**src/rtl/tbt_pkg.sv**
```systemverilog
package tbt_pkg;
  localparam int REG_W = 32;
  localparam int PER_W = 2;
  localparam int EXT_W = 4;
  localparam int SEL_W = PER_W + EXT_W;
  localparam int TB_W  = 2 ** SEL_W;

  typedef enum logic [1:0] {
    ACT_NONE  = 2'b00,
    ACT_STOP  = 2'b01,
    ACT_RESET = 2'b10,
    ACT_RSVD  = 2'b11
  } wd_act_e;

  typedef struct packed {
    logic [PER_W-1:0] wper;
    wd_act_e          act;
    logic             wie;
    logic             die;
    logic [PER_W-1:0] fper;
    logic             fie;
    logic             are;
    logic [EXT_W-1:0] wext;
    logic [EXT_W-1:0] fext;
  } ctrl_t;

  function automatic logic [REG_W-1:0] pack_ctrl(ctrl_t c);
    logic [REG_W-1:0] r;
    r        = '0;
    r[31:30] = c.wper;
    r[29:28] = c.act;
    r[27]    = c.wie;
    r[26]    = c.die;
    r[25:24] = c.fper;
    r[23]    = c.fie;
    r[22]    = c.are;
    r[20:17] = c.wext;
    r[16:13] = c.fext;
    return r;
  endfunction
endpackage

```
**src/rtl/tbt_counter.sv**
```systemverilog
module tbt_counter #(
  parameter int W = 64
) (
  input  logic         clk,
  input  logic         rst,
  input  logic         en,
  output logic [W-1:0] tb_q,
  output logic [W-1:0] tb_prev
);
  always_ff @(posedge clk) begin
    if (rst) begin
      tb_q    <= '0;
      tb_prev <= '0;
    end else begin
      tb_prev <= tb_q;
      if (en) tb_q <= tb_q + W'(1);
    end
  end

  a_r1_hold: assert property (@(posedge clk) disable iff (rst)
    !en |=> tb_q == $past(tb_q));
  a_r1_step: assert property (@(posedge clk) disable iff (rst)
    en |=> tb_q == $past(tb_q) + W'(1));
endmodule

```
**src/rtl/tbt_tap.sv**
```systemverilog
module tbt_tap #(
  parameter int W     = 64,
  parameter int SEL_W = 6
) (
  input  logic             clk,
  input  logic             rst,
  input  logic [W-1:0]     tb_q,
  input  logic [W-1:0]     tb_prev,
  input  logic [SEL_W-1:0] sel,
  output logic             hit
);
  localparam logic [SEL_W-1:0] TOP = SEL_W'(W - 1);

  logic [SEL_W-1:0] idx;

  always_comb begin
    idx = TOP - sel;
    hit = tb_q[idx] & ~tb_prev[idx];
  end

  a_r4_no_back_to_back: assert property (@(posedge clk) disable iff (rst)
    hit |=> !hit);
endmodule

```
**src/rtl/tbt_wdog.sv**
```systemverilog
module tbt_wdog
  import tbt_pkg::*;
(
  input  logic    clk,
  input  logic    rst,
  input  logic    hit,
  input  logic    clr,
  input  wd_act_e act,
  output logic    pend,
  output logic    chkstop,
  output logic    rst_req
);
  logic second;

  always_comb second = hit & pend;

  always_ff @(posedge clk) begin
    if (rst) begin
      pend    <= 1'b0;
      chkstop <= 1'b0;
      rst_req <= 1'b0;
    end else begin
      pend    <= hit | (pend & ~clr);
      rst_req <= second && (act == ACT_RESET);
      if (second && (act == ACT_STOP)) chkstop <= 1'b1;
    end
  end

  a_r7_stop_sticky: assert property (@(posedge clk) disable iff (rst)
    chkstop |=> chkstop);
  a_r8_single_pulse: assert property (@(posedge clk) disable iff (rst)
    rst_req |=> !rst_req);
  a_r6_first_silent: assert property (@(posedge clk) disable iff (rst)
    $rose(pend) |-> !rst_req);
endmodule

```
**src/rtl/tbase_timer.sv**
```systemverilog
module tbase_timer
  import tbt_pkg::*;
(
  input  logic              clk,
  input  logic              rst,
  input  logic              cnt_en,
  input  logic              wr_en,
  input  logic [REG_W-1:0]  wr_data,
  input  logic              wd_clr,
  input  logic              fit_clr,
  output logic [REG_W-1:0]  rd_data,
  output logic [TB_W-1:0]   tb_value,
  output logic              wd_irq,
  output logic              fit_irq,
  output logic              chkstop,
  output logic              rst_req
);
  ctrl_t            ctrl;
  logic [TB_W-1:0]  tb_q;
  logic [TB_W-1:0]  tb_prev;
  logic [SEL_W-1:0] wsel;
  logic [SEL_W-1:0] fsel;
  logic             wd_hit;
  logic             fit_hit;
  logic             wd_pend;
  logic             fit_flag;

  always_ff @(posedge clk) begin
    if (rst) begin
      ctrl <= '0;
    end else if (wr_en) begin
      ctrl.wper <= wr_data[31:30];
      if (ctrl.act == ACT_NONE) ctrl.act <= wd_act_e'(wr_data[29:28]);
      ctrl.wie  <= wr_data[27];
      ctrl.die  <= wr_data[26];
      ctrl.fper <= wr_data[25:24];
      ctrl.fie  <= wr_data[23];
      ctrl.are  <= wr_data[22];
      ctrl.wext <= wr_data[20:17];
      ctrl.fext <= wr_data[16:13];
    end
  end

  a_r9_act_locked: assert property (@(posedge clk) disable iff (rst)
    (ctrl.act != ACT_NONE) |=> $stable(ctrl.act));

  always_comb begin
    wsel = {ctrl.wext, ctrl.wper};
    fsel = {ctrl.fext, ctrl.fper};
  end

  tbt_counter #(.W(TB_W)) u_cnt (
    .clk(clk), .rst(rst), .en(cnt_en), .tb_q(tb_q), .tb_prev(tb_prev)
  );

  tbt_tap #(.W(TB_W), .SEL_W(SEL_W)) u_wtap (
    .clk(clk), .rst(rst), .tb_q(tb_q), .tb_prev(tb_prev), .sel(wsel), .hit(wd_hit)
  );

  tbt_tap #(.W(TB_W), .SEL_W(SEL_W)) u_ftap (
    .clk(clk), .rst(rst), .tb_q(tb_q), .tb_prev(tb_prev), .sel(fsel), .hit(fit_hit)
  );

  tbt_wdog u_wdog (
    .clk(clk), .rst(rst), .hit(wd_hit), .clr(wd_clr), .act(ctrl.act),
    .pend(wd_pend), .chkstop(chkstop), .rst_req(rst_req)
  );

  always_ff @(posedge clk) begin
    if (rst) fit_flag <= 1'b0;
    else     fit_flag <= fit_hit | (fit_flag & ~fit_clr);
  end

  a_r5_flag_sticky: assert property (@(posedge clk) disable iff (rst)
    (fit_flag && !fit_clr) |=> fit_flag);

  always_comb begin
    rd_data  = pack_ctrl(ctrl);
    tb_value = tb_q;
    wd_irq   = wd_pend & ctrl.wie;
    fit_irq  = fit_flag & ctrl.fie;
  end
endmodule

```
**config.mk**
```make
export PLATFORM = sky130hd
export DESIGN_NAME = tbase_timer
export DESIGN_NICKNAME = d
export VERILOG_FILES = /design/src/rtl/tbt_pkg.sv /design/src/rtl/tbt_counter.sv /design/src/rtl/tbt_tap.sv /design/src/rtl/tbt_wdog.sv /design/src/rtl/tbase_timer.sv
export SDC_FILE = /design/constraint.sdc
export NUM_CORES = 1
export LEC_CHECK = 0
export ABC_AREA = 1
export CAP_MARGIN = 20
export CORE_MARGIN = 1
export CORE_UTILIZATION = 32
export DETAILED_ROUTE_END_ITERATION = 8
export DONT_BUFFER_PORTS = 1
export GPL_ROUTABILITY_DRIVEN = 0
export PLACE_DENSITY = 0.48
export RECOVER_POWER = 100
export SLEW_MARGIN = 0
export SYNTH_ARGS = -nofsm -noshare
export SYNTH_HDL_FRONTEND = slang
export SYNTH_SLANG_ARGS = --single-unit
```
**constraint.sdc**
```tcl
create_clock -name clk -period 4.5 [get_ports clk]
set_input_delay 0.45 -clock clk [delete_from_list [all_inputs] [get_ports clk]]
set_output_delay 0.45 -clock clk [all_outputs]
set_load 0.02 [all_outputs]
```
==> results.md <==
- Clock skew on the completed layout was measured at 8.46 ps.
- Of the cells placed in the final design, the portion with a size suffix greater than 1 is 0.0493.
- The required time of the critical path is 4820 ps.
- The async set-or-reset flop fraction in the synthesized netlist is 0.
- The share of power burned in the clock network is 0.496.
- The level count of the clock H-tree is 4.
- The slew at the pin closest to its max-slew limit is 1860 ps.
- The final period demand of the worst path is 3030 ps.
- The first-pass iteration count of the detailed router is 5.
- The largest buffer count on any clock path is 2.
- The half-perimeter wire length of the detailed placement result is 19100 um.
- The internal cell power is 2.41 mW.
- The worst setup path is of the register to register kind.
- TritonCTS built the clock tree.
- The flip-flop and latch count after synthesis is 150.
- The number of antenna violations at the first check in global routing is 0.
- For this run, design rule violations remaining after detail routing come to 0.
- The number of antenna diodes in the final layout is 0.
- The met2 usage in global routing is 0.355.
- The tree built by TritonCTS fans out to 150 sinks.
- For this run, the top clock speed supported by timing is 0.330 GHz.
- The total I/O pin count is 138.
- The headroom to the max-slew limit is -0.238.
- Of the post-synthesis cell area, the dominant cell type holds 0.398.
- The max capacitance violation total is 2.
- After floorplanning, the core was divided into 55 placement rows.
- After clock tree synthesis, the flow added hold-fix buffers numbering 0.
- The leakage power total is 3.01 nW.
- The largest total area in the synthesized netlist belongs to sky130_fd_sc_hd__dfxtp_1.
- The global routing usage on met3 is 0.0669.
- The worst-case IR drop observed on VDD is 0.193 mV.
- The number of DRC markers in iteration 0 is 610.
- The die is 156 um tall.
- The overall die width is 156 um.
- The clock latency on the worst-skew pair is 430 ps.
- The checks that failed: max-capacitance violations, max-slew violations.
- The sequential element share of the synthesized area is 0.398.
- Dividing the detail-routed wire length by the instance count gives 18.7 um.
- The post-CTS resize count is 0.
- By area the synthesized netlist is led by sky130_fd_sc_hd__dfxtp_1, sky130_fd_sc_hd__o21ai_0, sky130_fd_sc_hd__nand2_1, sky130_fd_sc_hd__nor2_1, sky130_fd_sc_hd__inv_1.
- The first-pass GRT wire length is 41300 um.
- The via count of the first global-routing pass is 6937.
- The net count of the finished layout is 1143.
- In the synthesized netlist, the number of instances is 1115.
- The number of warnings issued by yosys is 0.
- Of all nets on the critical path, the largest fanout is 6.
- The class of the most critical hold timing path is input port to register.
- The floorplan step defined a die boundary enclosing 24200 sq um.
- The post-route worst hold slack is 94.1 ps.
- The part of the power in registers is 0.431.
- Setup repair after global routing left no endpoint under its margin.
- The share of total power dissipated in combinational logic is 0.072.
- For this run, global-route usage on met1 was measured as 0.295.
- The signal arrival time at the worst endpoint is 3350 ps.
- Clock-pin slew was measured on the worst setup and hold paths at 70 ps.
- The clock root buffer is sky130_fd_sc_hd__clkbuf_16.
- The max-slew violation count is 74.
- The total track usage is 0.226.
- The synthesized cell area is 7550 sq um.
- The count of buffers added by post-CTS timing repair for setup is 0.
- The most crowded layer after global routing is met2.
- Summed over all layers, the global routing overflow is 0.
- The unique cell type count in the Yosys netlist is 37.
- Entering global routing, the biggest net connects 95 pins.
- From synthesis to final layout, the design area changed by 10.7%.
- In the routed layout, each cell is associated on average with a via count of 5.06.
- The type of element capturing the critical path is a register.
- In the final timing run, aggregate negative setup slack is 0 ps.
- Power comes to 3.19 mW.
- The number of enable-type register cells in the synthesized netlist is 0.
- The share of total power consumed by net switching is 0.247.
- The remaining antenna violation count after routing is 0.
- The startpoint class of the critical path is a register.
- The prevailing post-synth register cell is sky130_fd_sc_hd__dfxtp_1.
- In this run, CTS created clock tree buffers numbering 17.
- Dividing the final minimum period by the clock period gives 0.674.
- By instance count, the leading cell after synthesis is sky130_fd_sc_hd__nand2_1.
- The final hold violation count is 0.
- The wire length reported by the detailed router is 26700 um.
- By count the netlist is led by sky130_fd_sc_hd__nand2_1, sky130_fd_sc_hd__dfxtp_1, sky130_fd_sc_hd__o21ai_0, sky130_fd_sc_hd__nor2_1, sky130_fd_sc_hd__inv_1.
- The number of buffers inserted by port buffering is 0.
- Power spread over the standard cell area amounts to 382 nW/um^2.
- The core region is 22900 sq um.
- Summed over all nets, the switching power comes to 0.787 mW.
- The routed via count is 7223.
- The effective utilization at floorplan is 0.330.
- The run finished, with violations left.
- The per-instance average area after synthesis is 6.77 sq um.
- The total of fill cells in the finished design is 2508.
- Setup violations remaining at the end of the flow were counted as 0.
==> sequential cells by signal, summed over array words and instances (netlist names) <==
name / cells
u_wdog.chkstop: 1
rd_data: 18
u_cnt.tb_prev: 64
u_cnt.tb_q: 64
u_wdog.pend: 1
fit_flag: 1
u_wdog.rst_req: 1
==> final timing paths <==
check                           cells after the start                       start  slack, ps                           end
worst max register to register                     12  u_cnt.tb_q[0]$_SDFFE_PP0P_       1470   u_cnt.tb_q[56]$_SDFFE_PP0P_
worst max-delay path                               12  u_cnt.tb_q[0]$_SDFFE_PP0P_       1470   u_cnt.tb_q[56]$_SDFFE_PP0P_
worst min-delay path                                1                         rst         90  u_cnt.tb_prev[13]$_SDFF_PP0_
worst min register to register                      2      u_wdog.pend$_SDFF_PP0_        500        u_wdog.pend$_SDFF_PP0_
==> per-layer routing <==
metal  wire [um]  vias to the layer above
met5           0                        -
met4         614                        0
met3        2190                       43
met2       11800                      258
li1            -                     3634
met1       12200                     3288
==> per-stage QoR <==
step,util,std cells,instance area (sq um),setup WS [ps]
2_1_floorplan,-,1128,7600,2500
3_3_place_gp,0.340,1396,7780,1880
3_5_place_dp,0.340,1396,7780,1900
4_1_cts,0.368,1426,8430,1890
5_1_grt,0.365,1428,8360,1140
6_report,0.365,1428,8360,1470
==> area by class of cell <==
type	instances	area, sq um	area share
clock buffers	18	439	0.0525
clock inverters	12	204	0.0244
inverters	142	533	0.0638
multi-input cells	784	3710	0.443
flip-flops and latches	150	3000	0.359
well taps	313	392	0.0469
repair buffers	9	81.3	0.00973
==> layout by cell type, fill, tap and decap left out, types with 2 or more instances in the layout <==
master / n
sky130_fd_sc_hd__clkbuf_16: 17
sky130_fd_sc_hd__nand3_2: 2
sky130_fd_sc_hd__bufinv_16: 5
sky130_fd_sc_hd__a31oi_1: 5
sky130_fd_sc_hd__o211ai_1: 9
sky130_fd_sc_hd__inv_2: 5
sky130_fd_sc_hd__xor2_1: 8
sky130_fd_sc_hd__nand2_1: 184
sky130_fd_sc_hd__buf_4: 2
sky130_fd_sc_hd__o21a_1: 7
sky130_fd_sc_hd__conb_1: 14
sky130_fd_sc_hd__nor3_2: 6
sky130_fd_sc_hd__nor3_1: 45
sky130_fd_sc_hd__nand4_1: 22
sky130_fd_sc_hd__nor2_1: 147
sky130_fd_sc_hd__o21ai_0: 148
sky130_fd_sc_hd__clkinv_1: 4
sky130_fd_sc_hd__nand2_2: 2
sky130_fd_sc_hd__clkbuf_1: 5
sky130_fd_sc_hd__o21ai_1: 2
sky130_fd_sc_hd__inv_1: 133
sky130_fd_sc_hd__nor2_2: 3
sky130_fd_sc_hd__nand3_1: 97
sky130_fd_sc_hd__dfxtp_1: 150
sky130_fd_sc_hd__nor4_1: 8
sky130_fd_sc_hd__nand3b_1: 2
sky130_fd_sc_hd__clkinvlp_4: 6
sky130_fd_sc_hd__a21oi_1: 65
==> kinds of logic after synthesis <==
logic type / count (synthesis) / share of synthesized area
simple gates: 525 / 0.323
compound gates: 236 / 0.163
buf+inv: 194 / 0.105
flops: 150 / 0.398
xor+xnor: 8 / 0.00928
fa+ha+maj: 1 / 0.00166
other cells: 1 / 0.000497
==> power by group through the flow <==
stage,sequential [mW],clock [mW],combinational [mW]
finish,1.38,1.59,0.232
floorplan,1.40,0,0.179
CTS,1.38,1.60,0.228
detailed placement,1.41,0,0.226
global placement,1.41,0,0.225
global route,1.38,1.66,0.264
==> worst max-delay path: stages, from the launching register on <==
cell,delay (ps)
sky130_fd_sc_hd__dfxtp_1,550
sky130_fd_sc_hd__ha_1,270
sky130_fd_sc_hd__nand3_1,180
sky130_fd_sc_hd__nor2_1,370
sky130_fd_sc_hd__inv_2,50
sky130_fd_sc_hd__nor2_1,160
sky130_fd_sc_hd__nand3_2,120
sky130_fd_sc_hd__nor3_1,360
sky130_fd_sc_hd__nand3_1,310
sky130_fd_sc_hd__nor2_1,230
sky130_fd_sc_hd__nand2_1,150
sky130_fd_sc_hd__o21ai_1,140
sky130_fd_sc_hd__nor2_1,50
(Power assumes the default switching activity.)
